## src/rtl/dle_pkg.sv

```systemverilog
package dle_pkg;
   localparam int WORD_W = 16;
   localparam int REG_AW = 9;

   localparam logic [REG_AW-1:0] OFF_CTRL     = 9'h02E;
   localparam logic [REG_AW-1:0] OFF_PTR_BASE = 9'h080;
   localparam logic [REG_AW-1:0] OFF_RST0     = 9'h088;
   localparam logic [REG_AW-1:0] OFF_RST1     = 9'h08A;

   localparam logic [WORD_W-1:0] FIXED_CMP_BITS = 16'h8001;
   localparam logic [WORD_W-1:0] MASK_FIELD     = 16'h7FFE;
   localparam logic [REG_AW-1:0] REG_ALIGN      = 9'h1FE;

   typedef enum logic [1:0] {
      ST_STOP    = 2'd0,
      ST_WAIT    = 2'd1,
      ST_FETCH_A = 2'd2,
      ST_FETCH_B = 2'd3
   } dle_state_e;
endpackage

```

## src/rtl/dle_beam_cmp.sv

```systemverilog
module dle_beam_cmp
   import dle_pkg::*;
(
   input  logic [WORD_W-1:0] pos,
   input  logic [WORD_W-1:0] mask,
   input  logic [WORD_W-1:0] ref_val,
   output logic              reached
);
   always_comb reached = (pos & mask) >= ref_val;
endmodule

```

## src/rtl/dle_cfg_regs.sv

```systemverilog
module dle_cfg_regs
   import dle_pkg::*;
#(
   parameter int ADDR_W = 20
) (
   input  logic                       clk,
   input  logic                       rst_n,
   input  logic                       cfg_valid,
   input  logic                       cfg_write,
   input  logic [REG_AW-1:0]          cfg_addr,
   input  logic [WORD_W-1:0]          cfg_wdata,
   output logic                       guard_off,
   output logic [1:0][ADDR_W-1:0]     list_ptr,
   output logic                       strobe,
   output logic                       strobe_sel
);
   localparam int HI_W = ADDR_W - WORD_W;

   logic [REG_AW-1:0] a;
   logic              wr;
   assign a  = cfg_addr & REG_ALIGN;
   assign wr = cfg_valid && cfg_write;

   always_ff @(posedge clk or negedge rst_n) begin
      if (!rst_n)
         guard_off <= 1'b0;
      else if (wr && a == OFF_CTRL)
         guard_off <= cfg_wdata[0];
   end

   for (genvar i = 0; i < 2; i++) begin : g_ptr
      localparam logic [REG_AW-1:0] OFF_HI = OFF_PTR_BASE + REG_AW'(4 * i);
      localparam logic [REG_AW-1:0] OFF_LO = OFF_HI + REG_AW'(2);
      logic [ADDR_W-1:0] ptr_q;
      always_ff @(posedge clk or negedge rst_n) begin
         if (!rst_n)
            ptr_q <= '0;
         else if (wr && a == OFF_HI)
            ptr_q[ADDR_W-1:WORD_W] <= cfg_wdata[HI_W-1:0];
         else if (wr && a == OFF_LO)
            ptr_q[WORD_W-1:0] <= cfg_wdata;
      end
      assign list_ptr[i] = ptr_q;
   end

   assign strobe     = cfg_valid && (a == OFF_RST0 || a == OFF_RST1);
   assign strobe_sel = (a == OFF_RST1);
endmodule

```

## src/rtl/dle_sequencer.sv

```systemverilog
module dle_sequencer
   import dle_pkg::*;
#(
   parameter int                ADDR_W    = 20,
   parameter bit                PROTECT   = 1'b1,
   parameter logic [REG_AW-1:0] PROT_LOW  = 9'h010,
   parameter logic [REG_AW-1:0] PROT_HIGH = 9'h020
) (
   input  logic                   clk,
   input  logic                   rst_n,
   input  logic                   run,
   input  logic                   restart,
   input  logic                   restart_sel,
   input  logic [1:0][ADDR_W-1:0] list_ptr,
   input  logic                   guard_off,
   input  logic                   slot_grant,
   input  logic [WORD_W-1:0]      pos,
   input  logic [WORD_W-1:0]      mem_rdata,
   output logic                   mem_req,
   output logic [ADDR_W-1:0]      mem_addr,
   output logic                   rw_valid,
   output logic [REG_AW-1:0]      rw_addr,
   output logic [WORD_W-1:0]      rw_data
);
   dle_state_e        state;
   logic [ADDR_W-1:0] addr_q;
   logic [WORD_W-1:0] ir0_q, wmask_q, wref_q;
   logic              skip_q;

   logic [WORD_W-1:0] new_mask, new_ref;
   logic [REG_AW-1:0] mv_addr;
   logic              blocked;
   logic [1:0]        hit;

   assign new_mask = FIXED_CMP_BITS | (mem_rdata & MASK_FIELD);
   assign new_ref  = ir0_q & new_mask;
   assign mv_addr  = ir0_q[REG_AW-1:0] & REG_ALIGN;

   // site 0: pending wait, site 1: skip being decoded
   for (genvar s = 0; s < 2; s++) begin : g_cmp
      dle_beam_cmp u_cmp (
         .pos     (pos),
         .mask    (s == 0 ? wmask_q : new_mask),
         .ref_val (s == 0 ? wref_q  : new_ref),
         .reached (hit[s])
      );
   end

   if (PROTECT) begin : g_guard
      assign blocked = (mv_addr < PROT_LOW) || ((mv_addr < PROT_HIGH) && !guard_off);
   end else begin : g_noguard
      assign blocked = 1'b0;
   end

   always_ff @(posedge clk or negedge rst_n) begin
      if (!rst_n) begin
         state    <= ST_STOP;
         addr_q   <= '0;
         ir0_q    <= '0;
         wmask_q  <= '0;
         wref_q   <= '0;
         skip_q   <= 1'b0;
         rw_valid <= 1'b0;
         rw_addr  <= '0;
         rw_data  <= '0;
      end else begin
         rw_valid <= 1'b0;
         if (!run) begin
            state <= ST_STOP;
         end else if (restart) begin
            state  <= ST_FETCH_A;
            addr_q <= restart_sel ? list_ptr[1] : list_ptr[0];
            skip_q <= 1'b0;
         end else if (slot_grant) begin
            unique case (state)
               ST_WAIT: begin
                  if (hit[0]) state <= ST_FETCH_A;
               end
               ST_FETCH_A: begin
                  ir0_q  <= mem_rdata;
                  addr_q <= addr_q + 1'b1;
                  state  <= ST_FETCH_B;
               end
               ST_FETCH_B: begin
                  addr_q <= addr_q + 1'b1;
                  skip_q <= 1'b0;
                  if (!ir0_q[0]) begin
                     state <= ST_FETCH_A;
                     if (!skip_q) begin
                        if (blocked) begin
                           state <= ST_STOP;
                        end else begin
                           rw_valid <= 1'b1;
                           rw_addr  <= mv_addr;
                           rw_data  <= mem_rdata;
                        end
                     end
                  end else if (!mem_rdata[0]) begin
                     wmask_q <= new_mask;
                     wref_q  <= new_ref;
                     state   <= ST_WAIT;
                  end else begin
                     skip_q <= hit[1];
                     state  <= ST_FETCH_A;
                  end
               end
               default: ;
            endcase
         end
      end
   end

   assign mem_req  = run && (state == ST_FETCH_A || state == ST_FETCH_B);
   assign mem_addr = addr_q;
endmodule

```

## src/rtl/dlist_engine.sv

```systemverilog
module dlist_engine
   import dle_pkg::*;
#(
   parameter int                ADDR_W    = 20,
   parameter bit                PROTECT   = 1'b1,
   parameter logic [REG_AW-1:0] PROT_LOW  = 9'h010,
   parameter logic [REG_AW-1:0] PROT_HIGH = 9'h020
) (
   input  logic                 clk,
   input  logic                 rst_n,
   input  logic                 master_dma_en,
   input  logic                 list_dma_en,
   input  logic                 frame_start,
   input  logic [7:0]           beam_v,
   input  logic [6:0]           beam_hc,
   input  logic                 cfg_valid,
   input  logic                 cfg_write,
   input  logic [REG_AW-1:0]    cfg_addr,
   input  logic [WORD_W-1:0]    cfg_wdata,
   input  logic                 slot_grant,
   output logic                 mem_req,
   output logic [ADDR_W-1:0]    mem_addr,
   input  logic [WORD_W-1:0]    mem_rdata,
   output logic                 rw_valid,
   output logic [REG_AW-1:0]    rw_addr,
   output logic [WORD_W-1:0]    rw_data
);
   if (ADDR_W < WORD_W + 1 || ADDR_W > 2 * WORD_W) begin : g_bad_addr_w
      $error("dlist_engine: ADDR_W must lie in 17..32");
   end
   if (PROT_LOW > PROT_HIGH) begin : g_bad_prot
      $error("dlist_engine: PROT_LOW above PROT_HIGH");
   end

   logic                   run, strobe, strobe_sel, guard_off;
   logic [1:0][ADDR_W-1:0] list_ptr;
   logic [WORD_W-1:0]      pos;

   assign run = master_dma_en && list_dma_en;
   assign pos = {beam_v, beam_hc, 1'b0};

   dle_cfg_regs #(.ADDR_W(ADDR_W)) u_cfg (
      .clk        (clk),
      .rst_n      (rst_n),
      .cfg_valid  (cfg_valid),
      .cfg_write  (cfg_write),
      .cfg_addr   (cfg_addr),
      .cfg_wdata  (cfg_wdata),
      .guard_off  (guard_off),
      .list_ptr   (list_ptr),
      .strobe     (strobe),
      .strobe_sel (strobe_sel)
   );

   dle_sequencer #(
      .ADDR_W    (ADDR_W),
      .PROTECT   (PROTECT),
      .PROT_LOW  (PROT_LOW),
      .PROT_HIGH (PROT_HIGH)
   ) u_seq (
      .clk         (clk),
      .rst_n       (rst_n),
      .run         (run),
      .restart     (strobe || frame_start),
      .restart_sel (strobe && strobe_sel),
      .list_ptr    (list_ptr),
      .guard_off   (guard_off),
      .slot_grant  (slot_grant),
      .pos         (pos),
      .mem_rdata   (mem_rdata),
      .mem_req     (mem_req),
      .mem_addr    (mem_addr),
      .rw_valid    (rw_valid),
      .rw_addr     (rw_addr),
      .rw_data     (rw_data)
   );
endmodule

```

## config.mk

```make
export PLATFORM = sky130hd
export DESIGN_NAME = dlist_engine
export DESIGN_NICKNAME = d
export VERILOG_FILES = /design/src/rtl/dle_pkg.sv /design/src/rtl/dle_beam_cmp.sv /design/src/rtl/dle_cfg_regs.sv /design/src/rtl/dle_sequencer.sv /design/src/rtl/dlist_engine.sv
export SDC_FILE = /design/constraint.sdc
export NUM_CORES = 1
export LEC_CHECK = 0
export ABC_AREA = 1
export BUFFER_PORTS_ARGS = -buffer_cell sky130_fd_sc_hd__buf_2
export CORE_MARGIN = 8
export CORE_UTILIZATION = 40
export DETAILED_ROUTE_END_ITERATION = 10
export SLEW_MARGIN = 20
export SYNTH_ARGS = -nofsm -noshare
export SYNTH_HDL_FRONTEND = slang
export SYNTH_SLANG_ARGS = --single-unit
```

## constraint.sdc

```tcl
create_clock -name clk -period 1.4 [get_ports clk]
set_input_delay 0.28 -clock clk [delete_from_list [all_inputs] [get_ports clk]]
set_output_delay 0.28 -clock clk [all_outputs]
set_load 0.01 [all_outputs]
```

==> results of run 1 <==
-- sequential cells by signal, indices dropped and copies added (netlist names) --
name	flops
u_cfg.g_ptr.ptr_q	40
u_cfg.guard_off	1
u_seq.ir0_q	16
u_seq.mem_addr	20
u_seq.rw_addr	8
u_seq.rw_data	16
u_seq.rw_valid	1
u_seq.skip_q	1
u_seq.state	2
u_seq.wmask_q	15
u_seq.wref_q	16
-- report_power, final --
part           total [mW]  internal [mW]  switching (mW)
Combinational        2.73           1.31            1.42
Clock                4.52           2.66            1.86
Sequential           4.43           4.20           0.226
Total                11.7           8.17            3.50
-- worst paths after layout --
path                                                  endpoint  cells after the start
setup reg to reg                  u_seq.wref_q[11]$_DFFE_PN0P_                     11
hold / removal             u_cfg.g_ptr[1].ptr_q[6]$_DFFE_PN0P_                      3
hold reg to reg                   u_seq.wmask_q[0]$_DFFE_PN0P_                      1
max in group asynchronous  u_cfg.g_ptr[1].ptr_q[2]$_DFFE_PN0P_                      3
setup / recovery                  u_seq.wref_q[11]$_DFFE_PN0P_                     11
min in group asynchronous         u_seq.rw_data[4]$_DFFE_PN0P_                      2
-- layout by cell type (no fill, tap or decap), types with 4 or more instances in the layout --
| cell | n |
|---|---|
| a21oi_1 | 11 |
| a21oi_2 | 28 |
| a31oi_1 | 11 |
| buf_12 | 19 |
| buf_16 | 4 |
| buf_2 | 96 |
| buf_4 | 91 |
| buf_6 | 34 |
| clkbuf_16 | 20 |
| clkbuf_8 | 4 |
| clkinvlp_4 | 4 |
| dfrtp_1 | 134 |
| ha_1 | 18 |
| ha_4 | 12 |
| inv_1 | 119 |
| inv_2 | 8 |
| inv_6 | 4 |
| nand2_1 | 180 |
| nand2_2 | 30 |
| nand2_4 | 23 |
| nand3_1 | 20 |
| nand3_2 | 7 |
| nand4_1 | 11 |
| nor2_1 | 64 |
| nor2_2 | 7 |
| nor2_4 | 23 |
| nor3_1 | 4 |
| o21ai_0 | 71 |
| o21ai_1 | 21 |
| o21ai_2 | 28 |
| or2_2 | 4 |
-- critical path, delay by kind of cell (launching register included) --
family | cells | cell delay, ns
AND/OR/NAND/NOR | 6 | 0.64
buffers and inverters | 4 | 0.50
flip-flops | 1 | 0.35
AO/OA/AOI/OAI | 1 | 0.05
-- logic make-up (layout without fill, tap and decap cells) --
| group | after synthesis | after routing |
|---|---|---|
| AO/OA/AOI/OAI | 181 | 182 |
| XOR/XNOR | 4 | 4 |
| adder cells (fa/ha/maj) | 31 | 31 |
| buffers and inverters | 161 | 409 |
| flip-flops | 136 | 136 |
| other | 1 | 1 |
| AND/OR/NAND/NOR | 384 | 384 |
-- stage by stage --
step | power [mW] | TNS, ns | setup slack [ns] | instances
floorplan | 5.39 | -4.55 | -0.179 | 898
CTS | 11.4 | -6.20 | -0.196 | 1360
finish | 11.7 | -11.89 | -0.263 | 1372
global route | 12.2 | -17.50 | -0.347 | 1372
global placement | 6.47 | -23.46 | -0.265 | 1297
detailed placement | 6.49 | -27.13 | -0.321 | 1297
-- repair_timing --
action	CTS	global route
setup buffers	21	19
gates cloned	10	3
setup endpoints to repair	80	104
endpoints found under the hold margin	49	0
pin swaps	21	34
hold buffers	1	0
gates resized for setup	119	155
-- routing by layer --
| layer | global-route usage | vias to the layer above | routed length [µm] | share of wire |
|---|---|---|---|---|
| li1 | - | 3353 | - | - |
| met1 | 0.255 | 3257 | 10100 | 0.46 |
| met2 | 0.309 | 157 | 10500 | 0.48 |
| met3 | 0.0349 | 41 | 911 | 0.041 |
| met4 | 0.0747 | 2 | 496 | 0.023 |
| met5 | 0 | - | 10 | 0.00045 |
-- final cells by class --
| class | instances | area [µm²] |
|---|---|---|
| fill | 1484 | 6500 |
| multi-input combinational | 602 | 3900 |
| sequential | 136 | 3410 |
| timing repair buffer | 248 | 2120 |
| inverter | 129 | 499 |
| clock buffer | 21 | 480 |
| tap | 225 | 282 |
| clock inverter | 11 | 113 |
==> out/metrics.cfg, run 1 <==
[status]
status = finished with violations
failed_checks = negative setup slack

[worst_setup_path]
slowest_stage = dfrtp_1
cp_slowest_stage_delay_ns = 0.35
crit_path_end_kind = flop
worstPathRequired_ns = 1.72
crit_arrival_ns = 1.98
startpoint_type = flop
r2r-start = u_seq.state[1]$_DFFE_PN0P_
cpMostUsedCell = nor2_4
cp_cell_sequence = inv_2 > nor2_4 > nand2_4 > nor2_4 > nand2_4 > nor2_4 > clkinv_8 > buf_12 > buf_16 > nand2_2 > o21ai_1
crit_start = u_seq.state[1]$_DFFE_PN0P_
critical_path_class = reg -> reg
ff2ff_setup_slack_ns = -0.26
cp_max_fo = 7

[logic_synthesis]
synth_seq_area_share = 0.480
synth_common_cells = nand2_1 (228), dfrtp_1 (136), inv_1 (124)
synth-main-ff-cell = dfrtp_1
avgSynthCellArea_um2 = 7.89
synth.distinct_cells = 38
synth_edf_count = 0
ys_warn_count = 0
syn-num-nets = 993
syn_area_um2 = 7090
synthSimpleGateAreaFrac = 0.227
synth_top_family_by_area = simple AND/OR/NAND/NOR gates
synth-xor-area-share = 0.00494
synthMostInstantiatedCell = nand2_1
synthAdderAreaFrac = 0.0547
synth-compound-area-share = 0.140
synth_top_area_cell = dfrtp_1
yosys_register_bits = 136
ys_async_sr_fraction = 1.00
synthCells = 898
synth_top_cell_area_share = 0.480
synth_mux_area_frac = 0
ys_top_cells_by_area = dfrtp_1 (48%), nand2_1 (12%), o21ai_0 (8.2%)

[timing]
final-setup-viol-count = 76
rsz0062_at_grt = true
skew_ns = 0.0120
slew_violations = 0
hold_viol = 0
fin_crit_sh = 1.19
min_period_ns = 1.66
relSlewSlack = 0.638
max_freq_mhz = 601
fin_ws_ns = -0.263
worstMarginPinSlew_ns = 0.537
hold-worst-slack_ns = 0.110

[final_layout]
utilization = 0.624
layout.nets = 1229
area_growth_pct = 52.4
diodes = 0
drive_gt1_frac = 0.410
stdcell_area_um2 = 10800

[global_route]
grt_antenna_before_repair = 1
grt_pass1_wl_mm = 34.4
grt_pass1_vias = 6875
grt_max_degree = 35
track_usage = 0.193
grt_overflow = 0

[placement]
post_dp_cell_area_um2 = 8670
io_buffers = 108
hpwl_mm = 13.5
place.gp.congestion = 0.826

[detailed_routing]
drcViolationCount = 0
wl_per_cell_um = 16.0
viasPerCell = 4.96
postRouteWirelength_mm = 22.0
drt_iter0_drc = 397
vias = 6810
firstDrtPassIters = 5
ant_nets = 0

[clocking]
root_buffer = clkbuf_16
tritoncts = done
clock-sinks = 136
cts-buffers-inserted = 17
htree_levels = 4
path_clk_slew_ns = 0.06
clock_latency_ns = 0.43
clockBufferDepth = 2

[run]
maxCapViolations = 0

[floorplanning]
core_area_um2 = 17300
fp-row-count = 48
die_area_um2 = 22200
io_pins = 111
initial_core_util = 0.410
die_w_um = 149
die_h_um = 149

[pwr]
p_per_area_nw_per_um2 = 1080
p_leak_nw = 5.54
ir_drop_mv = 0.801

[min_path]
hp-start = cfg_wdata[6]
hp-class = in -> reg

Note: power is estimated with default switching activity, not from simulation.
==> run 2: changes to the inputs <==
Settings changed: REMOVE_ABC_BUFFERS set to 1, SYNTH_HIERARCHICAL set to 1.
==> run 2 against run 1 <==
Effect of this change: the run still ends with negative setup slack left; non-clock buffer count up 5; clock skew about the same; synthesized area up 5.8%; clock power up 2%; power up 1.2%; worst setup slack worse by 0.057 ns; sequential share of layout area down 0.44 points; critical endpoint is now u_seq/state[0]$_DFFE_PN0P_.
==> out/metrics.cfg, run 2 <==
[global_route]
track_usage = 0.182  ; -0.0113
grt_pass1_wl_mm = 35.0  ; +1.8%
grt_pass1_vias = 7246  ; +5.4%
grt_overflow = 0  ; unchanged
grt_max_degree = 38  ; +8.6%
grt_antenna_before_repair = 0  ; -1

[pwr]
fin_total_pwr_mw = 11.8  ; +1.2%
netSwitchingFraction = 0.293  ; -0.00736
ir_drop_mv = 1.09  ; +36%
p_comb_frac = 0.234  ; about the same
p_leak_nw = 5.87  ; +5.9%
p_switching_mw = 3.46  ; -1.2%
p_clk_frac = 0.390  ; +0.003
p_per_area_nw_per_um2 = 1080  ; -0.25%
intPower_mw = 8.36  ; +2.3%
p_seq_frac = 0.375  ; -0.004

[detailed_routing]
viasPerCell = 4.86  ; -2.0%
wl_per_cell_um = 14.9  ; -7.3%
postRouteWirelength_mm = 22.1  ; +0.61%
vias = 7240  ; +6.3%
firstDrtPassIters = 5  ; unchanged
drcViolationCount = 0  ; unchanged
drt_iter0_drc = 340  ; -14%
ant_nets = 0  ; unchanged

[clocking]
clockBufferDepth = 2  ; unchanged
root_buffer = clkbuf_16
htree_levels = 4  ; unchanged
tritoncts = done
path_clk_slew_ns = 0.07  ; about the same
cts-buffers-inserted = 17  ; unchanged
clock-sinks = 136  ; unchanged
clock_latency_ns = 0.42  ; about the same

[worst_setup_path]
crit_path_end_kind = flop
reg2reg_depth = 13  ; +2
critical_path_class = reg -> reg
r2r-start = u_seq/wmask_q[2]$_DFFE_PN0P_
crit_start = u_seq/wmask_q[2]$_DFFE_PN0P_
worstPathRequired_ns = 1.69  ; -0.03 ns
crit_arrival_ns = 2.01  ; +0.03 ns
startpoint_type = flop
cp_max_fo = 4  ; -3

[logic_synthesis]
synth_common_cells = nand2_1 (335), dfrtp_1 (136), inv_1 (136)
yosys_register_bits = 136  ; unchanged
synth-compound-area-share = 0.102  ; -0.0384
synthMostInstantiatedCell = nand2_1
synth_edf_count = 0  ; unchanged
synth.distinct_cells = 38  ; unchanged
synth-xor-area-share = 0.00701  ; +0.00206
synth_top_cell_area_share = 0.454  ; -0.0264
synth_top_family_by_area = simple AND/OR/NAND/NOR gates
ys_top_cells_by_area = dfrtp_1 (45%), nand2_1 (17%), inv_1 (6.8%)
synthCells = 1002  ; +12%
synth_mux_area_frac = 0.00150  ; +0.00150
synth_seq_area_share = 0.454  ; -0.0264
ys_warn_count = 6  ; +6
synth-main-ff-cell = dfrtp_1
syn_area_um2 = 7500  ; +5.8%
synthAdderAreaFrac = 0.0551  ; +0.000323
synthSimpleGateAreaFrac = 0.282  ; +0.0549
synth_top_area_cell = dfrtp_1
avgSynthCellArea_um2 = 7.48  ; -5.2%
ys_async_sr_fraction = 1.00  ; unchanged

[floorplanning]
fp-row-count = 50  ; +4.2%
die_h_um = 153  ; +2.6%
core_area_um2 = 18600  ; +7.4%
die_w_um = 153  ; +2.6%
io_pins = 111  ; unchanged
initial_core_util = 0.404  ; -0.00609
die_area_um2 = 23400  ; +5.2%

[final_layout]
stdcell_area_um2 = 11000  ; +1.5%
fin_cells = 1489  ; +8.5%
drive_gt1_frac = 0.359  ; -0.0504
final_cell_mix = nand2_1 (282), dfrtp_1 (132), inv_1 (124)
layout.nets = 1340  ; +9.0%
final_common_cell = nand2_1
utilization = 0.590  ; -0.0345
seq_area_um2 = 3410  ; about the same
multiInputGateArea_um2 = 3980  ; +2.1%
top_register = u_cfg/g_ptr.ptr_q
largest_reg_flops = 40  ; unchanged
diodes = 0  ; unchanged
final.fill_count = 1656  ; +12%
area_growth_pct = 46.1

[timing]
skew_ns = 0.0119  ; -0.000135 ns
slew_violations = 0  ; unchanged
tns_ns = -3.46  ; +8.43 ns
max_freq_mhz = 581  ; -3.3%
hold-worst-slack_ns = 0.103  ; -0.00690 ns
fin_crit_sh = 1.23  ; +0.0410
final-setup-viol-count = 34  ; -55%
rsz0062_at_grt = true
min_period_ns = 1.72  ; +0.0575 ns
fin_ws_ns = -0.321  ; -0.0575 ns
hold_viol = 0  ; unchanged

[placement]
post_dp_cell_area_um2 = 9070  ; +4.6%
io_buffers = 108  ; unchanged
dpl.cell_count = 1415  ; +9.1%
place.gp.congestion = 0.845  ; +2.4%
hpwl_mm = 15.0  ; +11%
place_ws_ns = -0.550  ; -0.229 ns

[min_path]
hp-start = cfg_wdata[14]
hp-class = in -> reg
hold_depth = 3  ; unchanged

[status]
failed_checks = negative setup slack
status = finished with violations

[run]
maxCapViolations = 0  ; unchanged

-- run 2: changes by cell type after synthesis, moves of 8 or more --
cell     delta
a21oi_2     -8
a21oi_1    +10
inv_1      +12
o21ai_0    -64
nor2_1     -13
nand3_1    +30
nand2_1   +107
o21ai_1    +36
a31oi_1    -10
-- run 2: power by group through the flow --
stage	Sequential [mW]	Combinational (mW)	Clock [mW]
global placement	4.47	2.06	0
CTS	4.40	2.30	4.67
detailed placement	4.47	2.09	0
global route	4.47	3.03	4.85
floorplan	4.56	0.867	0
finish	4.44	2.77	4.61
-- run 2: cell families after synthesis --
| logic type | count (synthesis) |
|---|---|
| compound gates | 146 |
| xor+xnor | 6 |
| fa+ha+maj | 33 |
| buf+inv | 175 |
| flops | 136 |
| mux | 1 |
| other cells | 3 |
| simple gates | 502 |
-- run 2: area by class of cell --
class / instances / area share
Clock buffer: 18 / 0.0392
Timing Repair Buffer: 253 / 0.193
Clock inverter: 13 / 0.0154
Multi-Input combinational cell: 693 / 0.363
Inverter: 142 / 0.0513
Sequential cell: 136 / 0.311
Tap cell: 234 / 0.0267
-- run 2: final timing paths --
check	end	slack (ns)
hold reg to reg	u_cfg/g_ptr[0].ptr_q[2]$_DFFE_PN0P_	0.47
hold / removal	u_cfg/g_ptr[0].ptr_q[14]$_DFFE_PN0P_	0.10
setup / recovery	u_seq/state[0]$_DFFE_PN0P_	-0.32
min in group asynchronous	u_cfg/g_ptr[0].ptr_q[0]$_DFFE_PN0P_	0.34
setup reg to reg	u_seq/state[0]$_DFFE_PN0P_	-0.32
max in group asynchronous	u_seq/mem_addr[9]$_DFFE_PN0P_	0.52
-- run 2: timing repair --
item / CTS / global route
pin swaps: 35 / 56
buffers inserted: 22 / 24
endpoints found under the setup margin: 98 / 106
hold endpoints to repair: 28 / 0
hold buffers: 1 / 0
gates resized for setup: 75 / 184
gates cloned: 4 / 1
-- run 2: critical path: stages, from the launching register on --
cell and delay (ns):
dfrtp_1 0.38, nand2_1 0.06, inv_1 0.04, ha_1 0.26
nand2_1 0.09, nor2_1 0.06, nor2_1 0.07, nand2_1 0.08
nand2_1 0.07, nand2_1 0.05, nand2_1 0.06, nand2_2 0.08
a31oi_4 0.22, o21ai_1 0.09
-- run 2: layer usage --
layer  wire length [µm]  vias to the layer above  GRT usage
met4                366                        0     0.0566
met1               9780                     3441      0.230
met5                  0                        -          0
li1                   -                     3630          -
met3                850                       23     0.0330
met2              11100                      146      0.310
